[src/rtl/rxq_pkg.sv]
package rxq_pkg;

  localparam int WORD_W   = 16;
  localparam int RDY_BIT  = 15;
  localparam int ERR_BIT  = 14;
  localparam int OVR_BIT  = 13;
  localparam int FERR_BIT = 12;
  localparam int BRK_BIT  = 11;

  localparam int CLR_OVR  = 0;
  localparam int CLR_BRK  = 1;
  localparam int CLR_AGE  = 2;

  typedef struct packed {
    logic       err;
    logic       ovr;
    logic       ferr;
    logic       brk;
    logic [7:0] data;
  } rxq_entry_t;

  function automatic logic [WORD_W-1:0] pack_word(rxq_entry_t e);
    logic [WORD_W-1:0] w;
    w           = '0;
    w[RDY_BIT]  = 1'b1;
    w[ERR_BIT]  = e.err;
    w[OVR_BIT]  = e.ovr;
    w[FERR_BIT] = e.ferr;
    w[BRK_BIT]  = e.brk;
    w[7:0]      = e.data;
    return w;
  endfunction

endpackage

[src/rtl/rxq_storage.sv]
module rxq_storage
  import rxq_pkg::*;
#(
  parameter  int DEPTH = 32,
  localparam int PTR_W = (DEPTH > 1) ? $clog2(DEPTH) : 1,
  localparam int CNT_W = $clog2(DEPTH + 1)
) (
  input  logic             clk,
  input  logic             rst_n,
  input  logic             flush,
  input  logic             wr_en,
  input  rxq_entry_t       wr_entry,
  input  logic             rd_en,
  output rxq_entry_t       head,
  output logic [CNT_W-1:0] count,
  output logic [CNT_W-1:0] count_nx
);

  localparam logic [PTR_W-1:0] LAST_PTR = PTR_W'(DEPTH - 1);

  rxq_entry_t       mem [DEPTH];
  logic [PTR_W-1:0] wr_ptr, wr_ptr_nx;
  logic [PTR_W-1:0] rd_ptr, rd_ptr_nx;

  // one register row per slot, written only when selected
  for (genvar i = 0; i < DEPTH; i++) begin : g_slot
    always_ff @(posedge clk) begin
      if (wr_en && (wr_ptr == PTR_W'(i))) begin
        mem[i] <= wr_entry;
      end
    end
  end

  always_comb begin
    wr_ptr_nx = wr_ptr;
    rd_ptr_nx = rd_ptr;
    count_nx  = count;
    if (flush) begin
      wr_ptr_nx = '0;
      rd_ptr_nx = '0;
      count_nx  = '0;
    end else begin
      if (wr_en) begin
        wr_ptr_nx = (wr_ptr == LAST_PTR) ? '0 : wr_ptr + 1'b1;
      end
      if (rd_en) begin
        rd_ptr_nx = (rd_ptr == LAST_PTR) ? '0 : rd_ptr + 1'b1;
      end
      if (wr_en && !rd_en) begin
        count_nx = count + 1'b1;
      end else if (!wr_en && rd_en) begin
        count_nx = count - 1'b1;
      end
    end
  end

  always_ff @(posedge clk or negedge rst_n) begin
    if (!rst_n) begin
      wr_ptr <= '0;
      rd_ptr <= '0;
      count  <= '0;
    end else begin
      wr_ptr <= wr_ptr_nx;
      rd_ptr <= rd_ptr_nx;
      count  <= count_nx;
    end
  end

  assign head = mem[rd_ptr];

endmodule

[src/rtl/rxq_flags.sv]
module rxq_flags
  import rxq_pkg::*;
#(
  parameter int CNT_W = 6
) (
  input  logic             clk,
  input  logic             rst_n,
  input  logic             flush,
  input  logic             push_evt,
  input  logic             pop_evt,
  input  logic             drop_evt,
  input  logic             brk_evt,
  input  logic             age_fire,
  input  logic [CNT_W-1:0] cnt_nx,
  input  logic [CNT_W-1:0] trig,
  input  logic [2:0]       clr,
  output logic             rx_ready,
  output logic             data_rdy,
  output logic             q_empty,
  output logic             ovr_st,
  output logic             brk_st,
  output logic             age_st,
  output logic             age_run_ok
);

  logic rdy_nx, dr_nx, emp_nx, ovr_nx, brk_nx, age_nx;

  always_comb begin
    rdy_nx = rx_ready;
    dr_nx  = data_rdy;
    emp_nx = q_empty;
    ovr_nx = drop_evt | (ovr_st & ~clr[CLR_OVR]);
    brk_nx = brk_evt  | (brk_st & ~clr[CLR_BRK]);
    age_nx = age_fire | (age_st & ~clr[CLR_AGE]);
    if (push_evt) begin
      if (cnt_nx >= trig) rdy_nx = 1'b1;
      dr_nx  = 1'b1;
      emp_nx = 1'b0;
    end else if (pop_evt) begin
      if (cnt_nx < trig) rdy_nx = 1'b0;
      if (cnt_nx == '0) begin
        dr_nx  = 1'b0;
        emp_nx = 1'b1;
      end
    end
    if (flush) begin
      rdy_nx = 1'b0;
      dr_nx  = 1'b0;
      emp_nx = 1'b1;
      ovr_nx = 1'b0;
      brk_nx = 1'b0;
      age_nx = 1'b0;
    end
  end

  // timer qualification uses the state that follows this edge
  assign age_run_ok = ~rdy_nx & ~emp_nx;

  always_ff @(posedge clk or negedge rst_n) begin
    if (!rst_n) begin
      rx_ready <= 1'b0;
      data_rdy <= 1'b0;
      q_empty  <= 1'b1;
      ovr_st   <= 1'b0;
      brk_st   <= 1'b0;
      age_st   <= 1'b0;
    end else begin
      rx_ready <= rdy_nx;
      data_rdy <= dr_nx;
      q_empty  <= emp_nx;
      ovr_st   <= ovr_nx;
      brk_st   <= brk_nx;
      age_st   <= age_nx;
    end
  end

endmodule

[src/rtl/rxq_age_timer.sv]
module rxq_age_timer #(
  parameter  int AGE_CYC = 69440,
  localparam int TW      = (AGE_CYC > 2) ? $clog2(AGE_CYC) : 1
) (
  input  logic clk,
  input  logic rst_n,
  input  logic flush,
  input  logic restart,
  input  logic run_ok,
  output logic fire
);

  localparam logic [TW-1:0] LAST = TW'(AGE_CYC - 1);

  logic          run, run_nx;
  logic [TW-1:0] cnt, cnt_nx;

  always_comb begin
    run_nx = run;
    cnt_nx = cnt;
    fire   = 1'b0;
    if (flush) begin
      run_nx = 1'b0;
      cnt_nx = '0;
    end else if (restart) begin
      run_nx = run_ok;
      cnt_nx = '0;
    end else if (run) begin
      if (!run_ok) begin
        run_nx = 1'b0;
      end else if (cnt == LAST) begin
        run_nx = 1'b0;
        fire   = 1'b1;
      end else begin
        cnt_nx = cnt + 1'b1;
      end
    end
  end

  always_ff @(posedge clk or negedge rst_n) begin
    if (!rst_n) begin
      run <= 1'b0;
      cnt <= '0;
    end else begin
      run <= run_nx;
      cnt <= cnt_nx;
    end
  end

endmodule

[src/rtl/rx_char_queue.sv]
module rx_char_queue
  import rxq_pkg::*;
#(
  parameter  int DEPTH   = 32,
  parameter  int AGE_CYC = 69440,
  localparam int CNT_W   = $clog2(DEPTH + 1)
) (
  input  logic              clk,
  input  logic              rst_n,
  input  logic              soft_clr,
  input  logic              push_vld,
  input  logic [7:0]        push_data,
  input  logic              push_ferr,
  input  logic              push_brk,
  input  logic              pop_req,
  input  logic [CNT_W-1:0]  trig_lvl,
  input  logic [2:0]        clr_sticky,
  output logic [WORD_W-1:0] rd_word,
  output logic              rx_ready,
  output logic              data_rdy,
  output logic              q_empty,
  output logic              ovr_st,
  output logic              brk_st,
  output logic              age_st
);

  // reset: asserted asynchronously, released on a clock edge
  logic rst_s1, rst_core_n;
  always_ff @(posedge clk or negedge rst_n) begin
    if (!rst_n) begin
      rst_s1     <= 1'b0;
      rst_core_n <= 1'b0;
    end else begin
      rst_s1     <= 1'b1;
      rst_core_n <= rst_s1;
    end
  end

  logic [CNT_W-1:0] fill_cnt, cnt_nx;
  rxq_entry_t       head, new_entry;
  logic             full, ovr_tag, push_acc, pop_ok, drop_evt;
  logic             restart, age_fire, age_run_ok;

  assign full     = (fill_cnt == CNT_W'(DEPTH));
  assign ovr_tag  = (fill_cnt == CNT_W'(DEPTH - 1));
  assign push_acc = push_vld & ~full & ~soft_clr;
  assign pop_ok   = pop_req & (fill_cnt != '0) & ~soft_clr;
  assign drop_evt = push_vld & full;
  assign restart  = push_vld | pop_ok;

  always_comb begin
    new_entry.ovr = ovr_tag;
    if (push_brk) begin
      new_entry.data = '0;
      new_entry.brk  = 1'b1;
      new_entry.ferr = 1'b1;
      new_entry.err  = 1'b1;
    end else begin
      new_entry.data = push_data;
      new_entry.brk  = 1'b0;
      new_entry.ferr = push_ferr;
      new_entry.err  = push_ferr | ovr_tag;
    end
  end

  rxq_storage #(.DEPTH(DEPTH)) u_store (
    .clk      (clk),
    .rst_n    (rst_core_n),
    .flush    (soft_clr),
    .wr_en    (push_acc),
    .wr_entry (new_entry),
    .rd_en    (pop_ok),
    .head     (head),
    .count    (fill_cnt),
    .count_nx (cnt_nx)
  );

  rxq_flags #(.CNT_W(CNT_W)) u_flags (
    .clk        (clk),
    .rst_n      (rst_core_n),
    .flush      (soft_clr),
    .push_evt   (push_vld),
    .pop_evt    (pop_ok),
    .drop_evt   (drop_evt),
    .brk_evt    (push_vld & push_brk),
    .age_fire   (age_fire),
    .cnt_nx     (cnt_nx),
    .trig       (trig_lvl),
    .clr        (clr_sticky),
    .rx_ready   (rx_ready),
    .data_rdy   (data_rdy),
    .q_empty    (q_empty),
    .ovr_st     (ovr_st),
    .brk_st     (brk_st),
    .age_st     (age_st),
    .age_run_ok (age_run_ok)
  );

  rxq_age_timer #(.AGE_CYC(AGE_CYC)) u_age (
    .clk     (clk),
    .rst_n   (rst_core_n),
    .flush   (soft_clr),
    .restart (restart),
    .run_ok  (age_run_ok),
    .fire    (age_fire)
  );

  assign rd_word = (fill_cnt != '0) ? pack_word(head) : '0;

endmodule

[config.mk]
export PLATFORM = sky130hd
export DESIGN_NAME = rx_char_queue
export DESIGN_NICKNAME = d
export VERILOG_FILES = /design/src/rtl/rxq_pkg.sv /design/src/rtl/rxq_storage.sv /design/src/rtl/rxq_flags.sv /design/src/rtl/rxq_age_timer.sv /design/src/rtl/rx_char_queue.sv
export SDC_FILE = /design/constraint.sdc
export NUM_CORES = 1
export LEC_CHECK = 0
export BUFFER_PORTS_ARGS = -buffer_cell sky130_fd_sc_hd__buf_2
export CAP_MARGIN = 20
export CORE_MARGIN = 5
export CORE_UTILIZATION = 25
export CTS_BUF_LIST = sky130_fd_sc_hd__clkbuf_16
export DETAILED_ROUTE_END_ITERATION = 10
export PLACE_DENSITY = 0.38
export SETUP_SLACK_MARGIN = 0.02
export SYNTH_ARGS = -nofsm -noshare
export SYNTH_HDL_FRONTEND = slang
export SYNTH_SLANG_ARGS = --single-unit
[constraint.sdc]
create_clock -name clk -period 2.6 [get_ports clk]
set_input_delay 0.52 -clock clk [delete_from_list [all_inputs] [get_ports clk]]
set_output_delay 0.52 -clock clk [all_outputs]
set_load 0.02 [all_outputs]
* Word-level counts from Yosys, hierarchy flattened
Memory sizes are Yosys's and may differ from the RTL's.
Index checks and enable logic that the tools add are counted.
** Storage, ports and cells
- Memories :: 1
- Bits in registers :: 42
- Word-level logic and storage cells :: 357
- Output and inout port bits :: 22
- Bits in writable memories :: 384
** Memories
- u_store.mem :: words 32, width 12, read ports 1, clocked after Yosys merged registers in 0, wr ports 1, RTL line rxq_storage.sv:21 : rxq_entry_t mem [DEPTH];
** Cells by class
- $add $sub $neg :: 5
- Magnitude comparators :: 2
- Equality and inequality tests :: 36
- Multiplexer cells :: 200
- Reduce and logical (&&, ||, !) cells :: 78
- Bitwise gates (word level) :: 22
** Operator list (number)
- 12-bit 2-to-1 mux :: 31
- 12-bit OR reduction :: 31
- 5-bit 2-to-1 mux :: 37
- 1-bit 2-to-1 mux :: 122
- 5-bit equality test, second input constant :: 17
- 17-bit 2-to-1 mux :: 5
- 5-bit by 4-bit equality test with 1-bit output, second input constant :: 8
- 1-bit logical AND :: 34
- 5-bit by 3-bit equality test with 1-bit output, second input constant :: 4
- 6-bit 2-to-1 mux :: 3
- 17-bit by 1-bit adder with 17-bit output, second input constant :: 1
- 17-bit equality test, second input constant :: 1
- 16-bit 2-to-1 mux :: 1
- 3-bit nonzero test :: 4
- 5-bit by 1-bit adder with 5-bit output, second input constant :: 2
- 1-bit AND :: 10
- 5-bit by 2-bit equality test with 1-bit output, second input constant :: 2
- 10-bit 2-to-1 mux :: 1
- 1-bit inverter :: 7
- 6-bit by 1-bit adder with 6-bit output, second input constant :: 1
- 6-bit by 5-bit equality test with 1-bit output, second input constant :: 1
- 6-bit equality test, second input constant :: 1
- 6-bit >= comparator :: 1
- 6-bit zero test :: 1
- other kinds (11) :: 17

* Depth between registers and ports, before layout
Gate-level depths: netlist (run 1).
- Depth in word-level cells :: 39
- Depth in mapped cells :: 19
- Depth with buffers taken out :: 16

* Modules after synthesis
Synthesis (run 1) repeated with hierarchy kept, for this count alone.
** Unflattened totals
- Cell total of the unflattened synthesis :: 1176
- Area, all modules :: 18026.0 um2
** Modules (own cells, without submodules)
- rxq_storage :: area each 16190.5 um2, times used 1, cells an instance 974, seq. area each 11931.4 um2
- rxq_age_timer :: area each 1009.7 um2, times used 1, cells an instance 106, seq. area each 450.4 um2
- rxq_flags :: area each 439.2 um2, times used 1, cells an instance 50, seq. area each 151.4 um2
- rx_char_queue :: area each 386.6 um2, times used 1, cells an instance 46, seq. area each 50.0 um2

* Least setup slack after synthesis (run 1)
Ideal clock, no wire load.
- Path kind :: reg-to-reg
- Start point :: register u_store.count[1]
- End point :: register u_age.cnt[11]
- Cell stages (with the launch flop) :: 20
- Data arrival time :: 4.013 ns
- Path slack :: -1.492 ns
- Cells stage by stage :: dfrtp_1 -> inv_1 -> ha_1 -> or4b_1 -> clkbuf_1 -> buf_2 -> o22ai_1 -> a31oi_1 -> xnor2_1 -> or2_2 -> ha_1 -> nand2b_1 -> a211o_1 -> a21oi_1 -> nor3_1 -> nor3_2 -> o21ai_1 -> buf_2 -> or3_1 -> a21oi_1
** Between the ends
- Longest elaborated chain between the ends :: 18
- Elaborated cells between the ends (all ways) :: 38
** Ends and longest elaborated chain
- start, declared :: RTL line rxq_storage.sv:15 : output logic [CNT_W-1:0] count,
- start signal, assigned :: RTL line rxq_storage.sv:65 : count <= count_nx;
- 6-bit equality test :: RTL line rx_char_queue.sv:44 : assign full = (fill_cnt == CNT_W'(DEPTH));
- 1-bit inverter :: RTL line rx_char_queue.sv:46 : assign push_acc = push_vld & ~full & ~soft_clr;
- 1-bit AND (2 in a row) :: RTL line rx_char_queue.sv:46
- 1-bit zero test :: RTL line rxq_storage.sv:51 : end else if (!wr_en && rd_en) begin
- 1-bit logical AND :: RTL line rxq_storage.sv:51
- 6-bit 2-to-1 mux :: RTL line rxq_storage.sv:51
- 6-bit 2-to-1 mux :: RTL line rxq_storage.sv:49 : if (wr_en && !rd_en) begin
- 6-bit 2-to-1 mux :: RTL line rxq_storage.sv:38 : if (flush) begin
- 6-bit < comparator / 6-bit zero test (equally long branches) :: RTL line rxq_flags.sv:40, rxq_flags.sv:41
- 1-bit 2-to-1 mux, on equally long branches :: RTL line rxq_flags.sv:40, rxq_flags.sv:41
- 1-bit 2-to-1 mux :: RTL line rxq_flags.sv:39 : end else if (pop_evt) begin
- 1-bit 2-to-1 mux :: RTL line rxq_flags.sv:35 : if (push_evt) begin
- 1-bit 2-to-1 mux :: RTL line rxq_flags.sv:46 : if (flush) begin
- 1-bit inverter :: RTL line rxq_flags.sv:57 : assign age_run_ok = ~rdy_nx & ~emp_nx;
- 1-bit AND :: RTL line rxq_flags.sv:57
- 3-bit nonzero test (no line)
- 3-bit AND reduction (no line)
- end signal, assigned :: RTL line rxq_age_timer.sv:46 : cnt <= cnt_nx;
- end, declared :: RTL line rxq_age_timer.sv:16 : logic [TW-1:0] cnt, cnt_nx;
Parallel ways exist; a longest one is shown, timed or not.
A chain may end at the register's enable or synchronous reset.

* Worst setup path after layout (run 1)
- Start point :: register u_store.count[1]
- End point :: register u_age.cnt[15]
** Between the ends
- Longest elaborated chain between the ends :: 18
- Elaborated cells between the ends (all ways) :: 38
** Ends and longest elaborated chain
- 6-bit equality test :: RTL line rx_char_queue.sv:44
- 1-bit inverter :: RTL line rx_char_queue.sv:46
- 1-bit AND (2 in a row) :: RTL line rx_char_queue.sv:46
- 1-bit zero test :: RTL line rxq_storage.sv:51
- 1-bit logical AND :: RTL line rxq_storage.sv:51
- 6-bit 2-to-1 mux :: RTL line rxq_storage.sv:51
- 6-bit 2-to-1 mux (*) :: RTL line rxq_storage.sv:49
- 6-bit 2-to-1 mux (*) :: RTL line rxq_storage.sv:38
- net cnt_nx[1] :: RTL line rx_char_queue.sv:39 : logic [CNT_W-1:0] fill_cnt, cnt_nx;
- (+1 left out)
- 1-bit 2-to-1 mux, on equally long branches :: RTL line rxq_flags.sv:40, rxq_flags.sv:41
- 1-bit 2-to-1 mux :: RTL line rxq_flags.sv:39
- 1-bit 2-to-1 mux :: RTL line rxq_flags.sv:35
- 1-bit 2-to-1 mux :: RTL line rxq_flags.sv:46
- 1-bit inverter :: RTL line rxq_flags.sv:57
- 1-bit AND (*) :: RTL line rxq_flags.sv:57
- 3-bit nonzero test (no line) (*)
- 3-bit AND reduction (no line) (*)
Mark *: on every way through the listed nets, which the timed path passes. The rest lies on a longest branch.

==> impl_metrics.env, run 1 <==
export IMPL_drv_cap=0
export IMPL_start_util=0.251
export IMPL_die_area_um2=75300
export IMPL_worstPathArrival_ns=4.39
export IMPL_drc=0
export IMPL_slew_headroom=0.447
export IMPL_drt_wl_total_um=47800
export IMPL_max_stage_delay_ns=0.53
export IMPL_synth_area_um2=17500
export IMPL_power_per_cell_area_nw_per_um2=834
export IMPL_clk_path_buf_depth=3
export IMPL_cts_sinks=426
export IMPL_leakage_nw=7.47
export IMPL_grt_pass1_vias=9758
export IMPL_synth_area_leaders="edfxtp_1 (66%), mux4_2 (15%), dfrtp_1 (5.9%)"
export IMPL_die_h_um=274
export IMPL_synth_cells=919
export IMPL_grt_setup_unrepaired="true"
export IMPL_period_needed_ns=3.88
export IMPL_synthTopCellsByCount="edfxtp_1 (384), mux4_2 (120), nor2_1 (74)"
export IMPL_skew_ns=0.0111
export IMPL_gp_congestion=0.713
export IMPL_port_buffers=42
export IMPL_syn_mean_instance_area_um2=19.0
export IMPL_synth_seq_cells=426
export IMPL_place_inst=1992
export IMPL_setup_viol=34
export IMPL_grt_overflow_total=0
export IMPL_max_freq_mhz=257
export IMPL_clockRootBuffer="clkbuf_16"
export IMPL_final_layout_size_suffix_gt1_frac=0.421
export IMPL_maxSlewViolCount=0
export IMPL_async_flop_share=0.0986
export IMPL_end_kind="flop"
export IMPL_ys_seq_area_frac=0.720
export IMPL_cp_start_kind="flop"
export IMPL_yosysMostFrequentCell="edfxtp_1"
export IMPL_switchingPower_mw=4.99
export IMPL_hp_class="in -> reg"
export IMPL_dr_first_iter_drc_count=751
export IMPL_cp_required_ns=3.10
export IMPL_ant_nets=0
export IMPL_status="complete, but fails checks"
export IMPL_hold_slack_ns=0.200
export IMPL_crit_type="reg -> reg"
export IMPL_ir_drop_mv=0.529
export IMPL_cts_htree_levels=2
export IMPL_ys_types=58
export IMPL_drt_vias_per_instance=4.45
export IMPL_diodes=0
export IMPL_post_drt_wl_per_cell_um=22.7
export IMPL_pwr_share_clk=0.334
export IMPL_min_period_over_period=1.49
export IMPL_swShare=0.264
export IMPL_grt_antenna_before_repair=0
export IMPL_crit_path_top_delay_cell="or4b_4"
export IMPL_p_int_mw=13.9
export IMPL_num_fill_cells=6704
export IMPL_clk_latency_ns=0.57
export IMPL_fin_ws_ns=-1.28
export IMPL_yosysTopAreaCellShare=0.660
export IMPL_comb_power_share=0.264
export IMPL_grt_max_degree=42
export IMPL_hold_viol_final=0
export IMPL_stdcell_count=2106
export IMPL_worst_pin_slew_ns=0.830
export IMPL_nNetsFinal=1177
export IMPL_grt_use_total=0.127
export IMPL_ys_flop_type="edfxtp_1"
export IMPL_pin_count=46
export IMPL_synth_edff_count=384
export IMPL_rows=97
export IMPL_vias=9377
export IMPL_clkTransAtPathRegs_ns=0.06
export IMPL_die_w_um=274
export IMPL_core_area_um2=69700
export IMPL_grt_pass1_wl_um=70100
export IMPL_synth_warnings=0
export IMPL_dr_pass1_iters=5
export IMPL_yosysTopAreaCell="edfxtp_1"
export IMPL_cts_tree="built"
export IMPL_cts_buffers=47
export IMPL_area_growth_pct=29.9
export IMPL_hpwl_um=29200
export IMPL_p_seq_frac=0.402
export IMPL_critPathMaxFanout=6
export IMPL_path_cells="inv_2 -> ha_4 -> or4b_4 -> mux2i_4 -> o22a_1 -> a31oi_1 -> nor2_1 -> ha_1 -> a211o_1 -> a21oi_2 -> buf_4 -> nor3_2 -> nor3_2 -> o21ai_2 -> or4_1 -> a21oi_2"
export IMPL_violations="setup timing"
## power groups by stage
stage	registers (mW)	clock network (mW)	logic, mW
floorplan	7.74	0	2.43
global placement	7.77	0	4.02
detailed placement	7.77	0	4.02
CTS	7.60	6.50	5.03
global route	7.61	6.81	5.40
finish	7.61	6.31	5.00
## cell type report
type	instances	area [µm²]	area share
Inverter	18	67.6	0.00298
Tap cell	940	1180	0.0519
Multi-Input combinational cell	425	4960	0.219
Clock buffer	49	1230	0.0541
Sequential cell	426	12600	0.555
Clock inverter	30	203	0.00894
Timing Repair Buffer	218	2460	0.108
## through the flow
step | utilization | cell area, µm² | setup slack, ns | total power [mW] | setup TNS (ns)
finish | 0.326 | 22700 | -1.28 | 18.9 | -32.45
global route | 0.326 | 22700 | -1.51 | 19.8 | -38.68
CTS | 0.323 | 22500 | -1.24 | 19.1 | -32.88
detailed placement | 0.294 | 20500 | -1.41 | 11.8 | -26.46
global placement | 0.294 | 20500 | -1.35 | 11.8 | -25.67
floorplan | - | 17600 | -1.21 | 10.2 | -22.53
## cells by family after synthesis
group | after synthesis | share of synthesized area
adders and majority gates | 17 | 0.0122
other | 2 | 0.000430
muxes | 139 | 0.166
buffers and inverters | 70 | 0.0160
and+or+nand+nor | 181 | 0.0522
AOI/OAI and AO/OA | 74 | 0.0282
xor gates and xnor gates | 10 | 0.00501
DFF | 426 | 0.720
## worst max-delay path: cells and delay by family (launching register included)
family / cells / cell delay (ns)
buffers and inverters: 2 / 0.21
adders and majority gates: 2 / 0.45
muxes: 1 / 0.22
and+or+nand+nor: 5 / 1.33
AOI/OAI and AO/OA: 6 / 1.18
DFF: 1 / 0.41
## cell usage in the layout (no fill, tap or decap), types with 4 or more instances in the layout
cell type / n
o211ai_1: 5
nor4_1: 4
buf_4: 99
a31oi_1: 5
buf_12: 58
a21oi_1: 16
o21ai_2: 4
nor2_1: 41
or3_1: 4
nor2_2: 32
buf_2: 30
mux2i_1: 15
clkinv_2: 6
edfxtp_1: 384
nor2b_2: 8
or4_1: 5
nand2_1: 25
o21ai_0: 6
inv_1: 23
or2_2: 5
buf_6: 25
nand3_1: 6
a21oi_2: 8
dfrtp_1: 36
nand2b_1: 8
nand4_1: 6
conb_1: 4
ha_1: 13
ha_4: 4
mux4_2: 120
nor3_1: 7
nor2b_1: 5
clkbuf_16: 49
clkinv_1: 12
xor2_1: 8
## per-layer routing
metal	GRT usage	routed length (µm)
met1	0.186	23100
met2	0.202	22400
met3	0.0175	1460
met4	0.0313	768
met5	0	0
## path summary, 6_finish.rpt
kind / from / end / slack, ns / cells past startpoint
setup / recovery: u_store.count[1] / u_age.cnt[15] / -1.28 / 16
setup reg to reg: u_store.count[1] / u_age.cnt[15] / -1.28 / 16
min in group asynchronous: rst_n / rst_core_n / 0.26 / 2
max in group asynchronous: rst_core_n / u_age.cnt[13] / 1.60 / 1
hold / removal: clr_sticky[1] / u_flags.brk_st / 0.20 / 3
hold reg to reg: rst_core_n / u_flags.ovr_st / 0.32 / 0
## registers in the layout, indices dropped and copies added, names as in the netlist
register / cells
u_store.mem: 384
u_age.cnt: 17
u_store.count: 6
u_store.rd_ptr: 5
u_store.wr_ptr: 5
rst_core_n: 1
rst_s1: 1
u_age.run: 1
u_flags.age_st: 1
u_flags.brk_st: 1
u_flags.data_rdy: 1
u_flags.ovr_st: 1
u_flags.q_empty: 1
u_flags.rx_ready: 1
## what timing repair did
item / CTS / global route
buffers inserted: 29 / 16
resized for setup: 54 / 53
hold buffers: 1 / 0
pin swaps: 19 / 16
cloned: 8 / 0
setup endpoints to repair: 34 / 48
hold endpoints to repair: 2 / 0
No activity file was read; power rests on OpenSTA's default activity.
==> inputs of run 2 (changes only) <==
- CORE_ASPECT_RATIO: not set -> 0.6
- CORE_UTILIZATION: 25 -> 55
- PLACE_DENSITY: 0.38 -> 0.72
- SYNTH_HIERARCHICAL: not set -> 1
==> run 2 against run 1 <==
  * The run still ends with setup timing left
  * Setup slack improved by 0.15 ns
  * Synthesized cell count rose by 28%
  * Combinational power fell by 24%
  * Area after synthesis rose by 3.2%
  * Global-route usage rose by 13 points
  * Routed wire length fell by 0.55%
  * Worst hold slack improved by 0.076 ns
  * Sequential share of layout area rose by 0.20 points
  * Final cell count fell by 12%
  * Critical path type unchanged
  * Highest routed layer unchanged
==> impl_metrics.env, run 2 <==
export IMPL_yosysTopAreaCellShare=0.640
export IMPL_drc=0
export IMPL_worst_pin_slew_ns=0.876
export IMPL_syn_mean_instance_area_um2=15.3
export IMPL_grt_antenna_before_repair=0
export IMPL_worst_r2r_endpoint="u_age/cnt[16]"
export IMPL_grt_setup_unrepaired="true"
export IMPL_critPathMaxFanout=4
export IMPL_path_common_cell="o21ai_1"
export IMPL_synth_warnings=6
export IMPL_start_util=0.557
export IMPL_ys_seq_area_frac=0.698
export IMPL_reg2reg_slack_ns=-1.13
export IMPL_die_h_um=150
export IMPL_async_flop_share=0.0986
export IMPL_hpwl_um=29200
export IMPL_ant_nets=0
export IMPL_crit_path_top_delay_cell="dfrtp_2"
export IMPL_path_cells="nor4_4 -> a311oi_2 -> buf_4 -> nor2b_4 -> nand3_1 -> a21o_1 -> a21oi_4 -> ha_1 -> a21oi_1 -> o21ai_1 -> o21ai_1 -> and4b_4 -> buf_6 -> and3_4 -> nand4_1 -> or3_1 -> a21oi_2"
export IMPL_yosysTopAreaCell="edfxtp_1"
export IMPL_yosysMostFrequentCell="edfxtp_1"
export IMPL_die_area_um2=36600
export IMPL_drv_cap=0
export IMPL_drt_wl_total_um=47500
export IMPL_crit_type="reg -> reg"
export IMPL_gp_congestion=0.869
export IMPL_clk_latency_ns=0.55
export IMPL_status="complete, but fails checks"
export IMPL_cts_tree="built"
export IMPL_grt_pass1_wl_um=69200
export IMPL_dr_first_iter_drc_count=1205
export IMPL_largest_reg_flops=384
export IMPL_die_w_um=244
export IMPL_max_stage_delay_ns=0.42
export IMPL_synth_area_um2=18000
export IMPL_grt_use_total=0.253
export IMPL_drt_vias_per_instance=6.10
export IMPL_ir_drop_mv=0.658
export IMPL_synthTopCellsByCount="edfxtp_1 (384), mux2i_1 (195), a21oi_1 (62), a22oi_1 (62), nand3_1 (57)"
export IMPL_setup_viol=34
export IMPL_cts_htree_levels=2
export IMPL_power_per_cell_area_nw_per_um2=761
export IMPL_grt_pass1_vias=11000
export IMPL_port_buffers=42
export IMPL_end_kind="flop"
export IMPL_crit_path_end="u_age/cnt[16]"
export IMPL_largestRegisters="u_store/mem: 384 flops, u_age/cnt: 17 flops, u_store/count: 6 flops"
export IMPL_slew_headroom=0.416
export IMPL_period_needed_ns=3.73
export IMPL_min_period_over_period=1.44
export IMPL_largest_register="u_store/mem"
export IMPL_cp_required_ns=3.08
export IMPL_mostFrequentLayoutCell="edfxtp_1"
export IMPL_hold_viol_final=0
export IMPL_hp_class="in -> reg"
export IMPL_layout_common_cells="edfxtp_1 (384), mux2i_1 (187), buf_4 (123), a21oi_1 (51), nand2_1 (48)"
export IMPL_leakage_nw=7.76
export IMPL_synth_area_leaders="edfxtp_1 (64%), mux2i_1 (11%), dfrtp_1 (5.7%)"
export IMPL_violations="setup timing"
export IMPL_skew_ns=0.0221
export IMPL_reg2regPathDepth=17
export IMPL_synth_seq_cells=426
export IMPL_vias=11300
export IMPL_maxSlewViolCount=0
export IMPL_grt_max_degree=35
export IMPL_worstPathArrival_ns=4.21
export IMPL_crit_start="u_store/count[2]"
export IMPL_fin_ws_ns=-1.13
export IMPL_num_fill_cells=2058
export IMPL_pin_count=46
export IMPL_synth_cells=1176
export IMPL_clockRootBuffer="clkbuf_16"
export IMPL_cts_sinks=426
export IMPL_clk_path_buf_depth=3
export IMPL_diodes=0
export IMPL_cp_start_kind="flop"
export IMPL_cts_buffers=39
export IMPL_final_layout_size_suffix_gt1_frac=0.323
export IMPL_ys_types=60
export IMPL_core_area_um2=32400
export IMPL_ys_flop_type="edfxtp_1"
export IMPL_r2r_start="u_store/count[2]"
export IMPL_area_growth_pct=25.3
export IMPL_post_drt_wl_per_cell_um=25.8
export IMPL_rows=51
export IMPL_tns_ns=-24.58
export IMPL_clkTransAtPathRegs_ns=0.07
export IMPL_synth_edff_count=384
export IMPL_final_core_util=0.698
export IMPL_max_freq_mhz=268
export IMPL_dr_pass1_iters=5
export IMPL_nNetsFinal=1431
export IMPL_grt_overflow_total=0
[run 2: per-layer routing]
layer / GRT usage / wire length [µm]
met1: 0.390 / 20700
met2: 0.372 / 21200
met5: 0 / 0
met3: 0.0655 / 4940
met4: 0.0428 / 686
[run 2: metrics by stage]
stage	worst slack [ns]	instance area (µm²)	instances	hold slack, ns	power [mW]
finish	-1.13	22600	1844	0.277	17.2
global route	-1.33	22600	1844	0.308	17.7
CTS	-1.10	22200	1835	0.265	16.9
detailed placement	-1.27	19900	1730	0.315	10.6
global placement	-1.10	19900	1730	0.305	10.6
floorplan	-1.04	18100	1178	0.224	9.64
[run 2: how the worst min path moves through the flow]
stage | startpoint | endpoint | slack [ns] | depth (start not counted)
6_report | clr_sticky[1] | u_flags/brk_st | 0.28 | 4
5_1_grt | clr_sticky[1] | u_flags/brk_st | 0.31 | 4
4_1_cts | clr_sticky[1] | u_flags/brk_st | 0.26 | 4
3_5_place_dp | rst_n | rst_s1 | 0.32 | 1
3_3_place_gp | rst_n | rst_s1 | 0.31 | 1
2_1_floorplan | rst_n | rst_core_n | 0.22 | 0
[run 2: final cells by class]
class / instances / area [µm²] / area share
sequential: 426 / 12600 / 0.557
timing repair buffer: 233 / 2420 / 0.107
multi-input combinational: 671 / 5710 / 0.253
clock inverter: 30 / 245 / 0.0109
tap: 424 / 531 / 0.0235
inverter: 19 / 71.3 / 0.00316
clock buffer: 41 / 1030 / 0.0454
[run 2: kinds of logic (layout without fill, tap and decap cells)]
| kind of cell | Yosys count | after routing | share of synthesized area |
|---|---|---|---|
| fa+ha+maj | 17 | 17 | 0.0118 |
| simple gates | 279 | 279 | 0.0854 |
| compound gates | 167 | 167 | 0.0610 |
| flops | 426 | 426 | 0.698 |
| other cells | 2 | 4 | 0.000417 |
| mux | 196 | 196 | 0.109 |
| xor+xnor | 8 | 8 | 0.00389 |
| buf+inv | 81 | 323 | 0.0305 |
[run 2: repair_timing]
action | in CTS | in global routing
hold buffers | 1 | 0
pin swaps | 107 | 53
buffers inserted | 32 | 8
setup endpoints to repair | 33 | 130
gates resized for setup | 147 | 64
hold endpoints to repair | 2 | 0
gates cloned | 3 | 4
[run 2: worst max-delay path, delay by kind of cell (launching register included)]
| kind | cells | cell delay [ns] |
|---|---|---|
| simple gates | 7 | 1.63 |
| compound gates | 7 | 1.04 |
| flops | 1 | 0.42 |
| buf+inv | 2 | 0.31 |
| fa+ha+maj | 1 | 0.27 |
[run 2: report_power, final]
group | internal (mW) | switching (mW) | total, mW
combinational | 1.82 | 1.97 | 3.79
clock | 3.26 | 2.53 | 5.79
sequential | 7.52 | 0.0892 | 7.61
total | 12.6 | 4.58 | 17.2
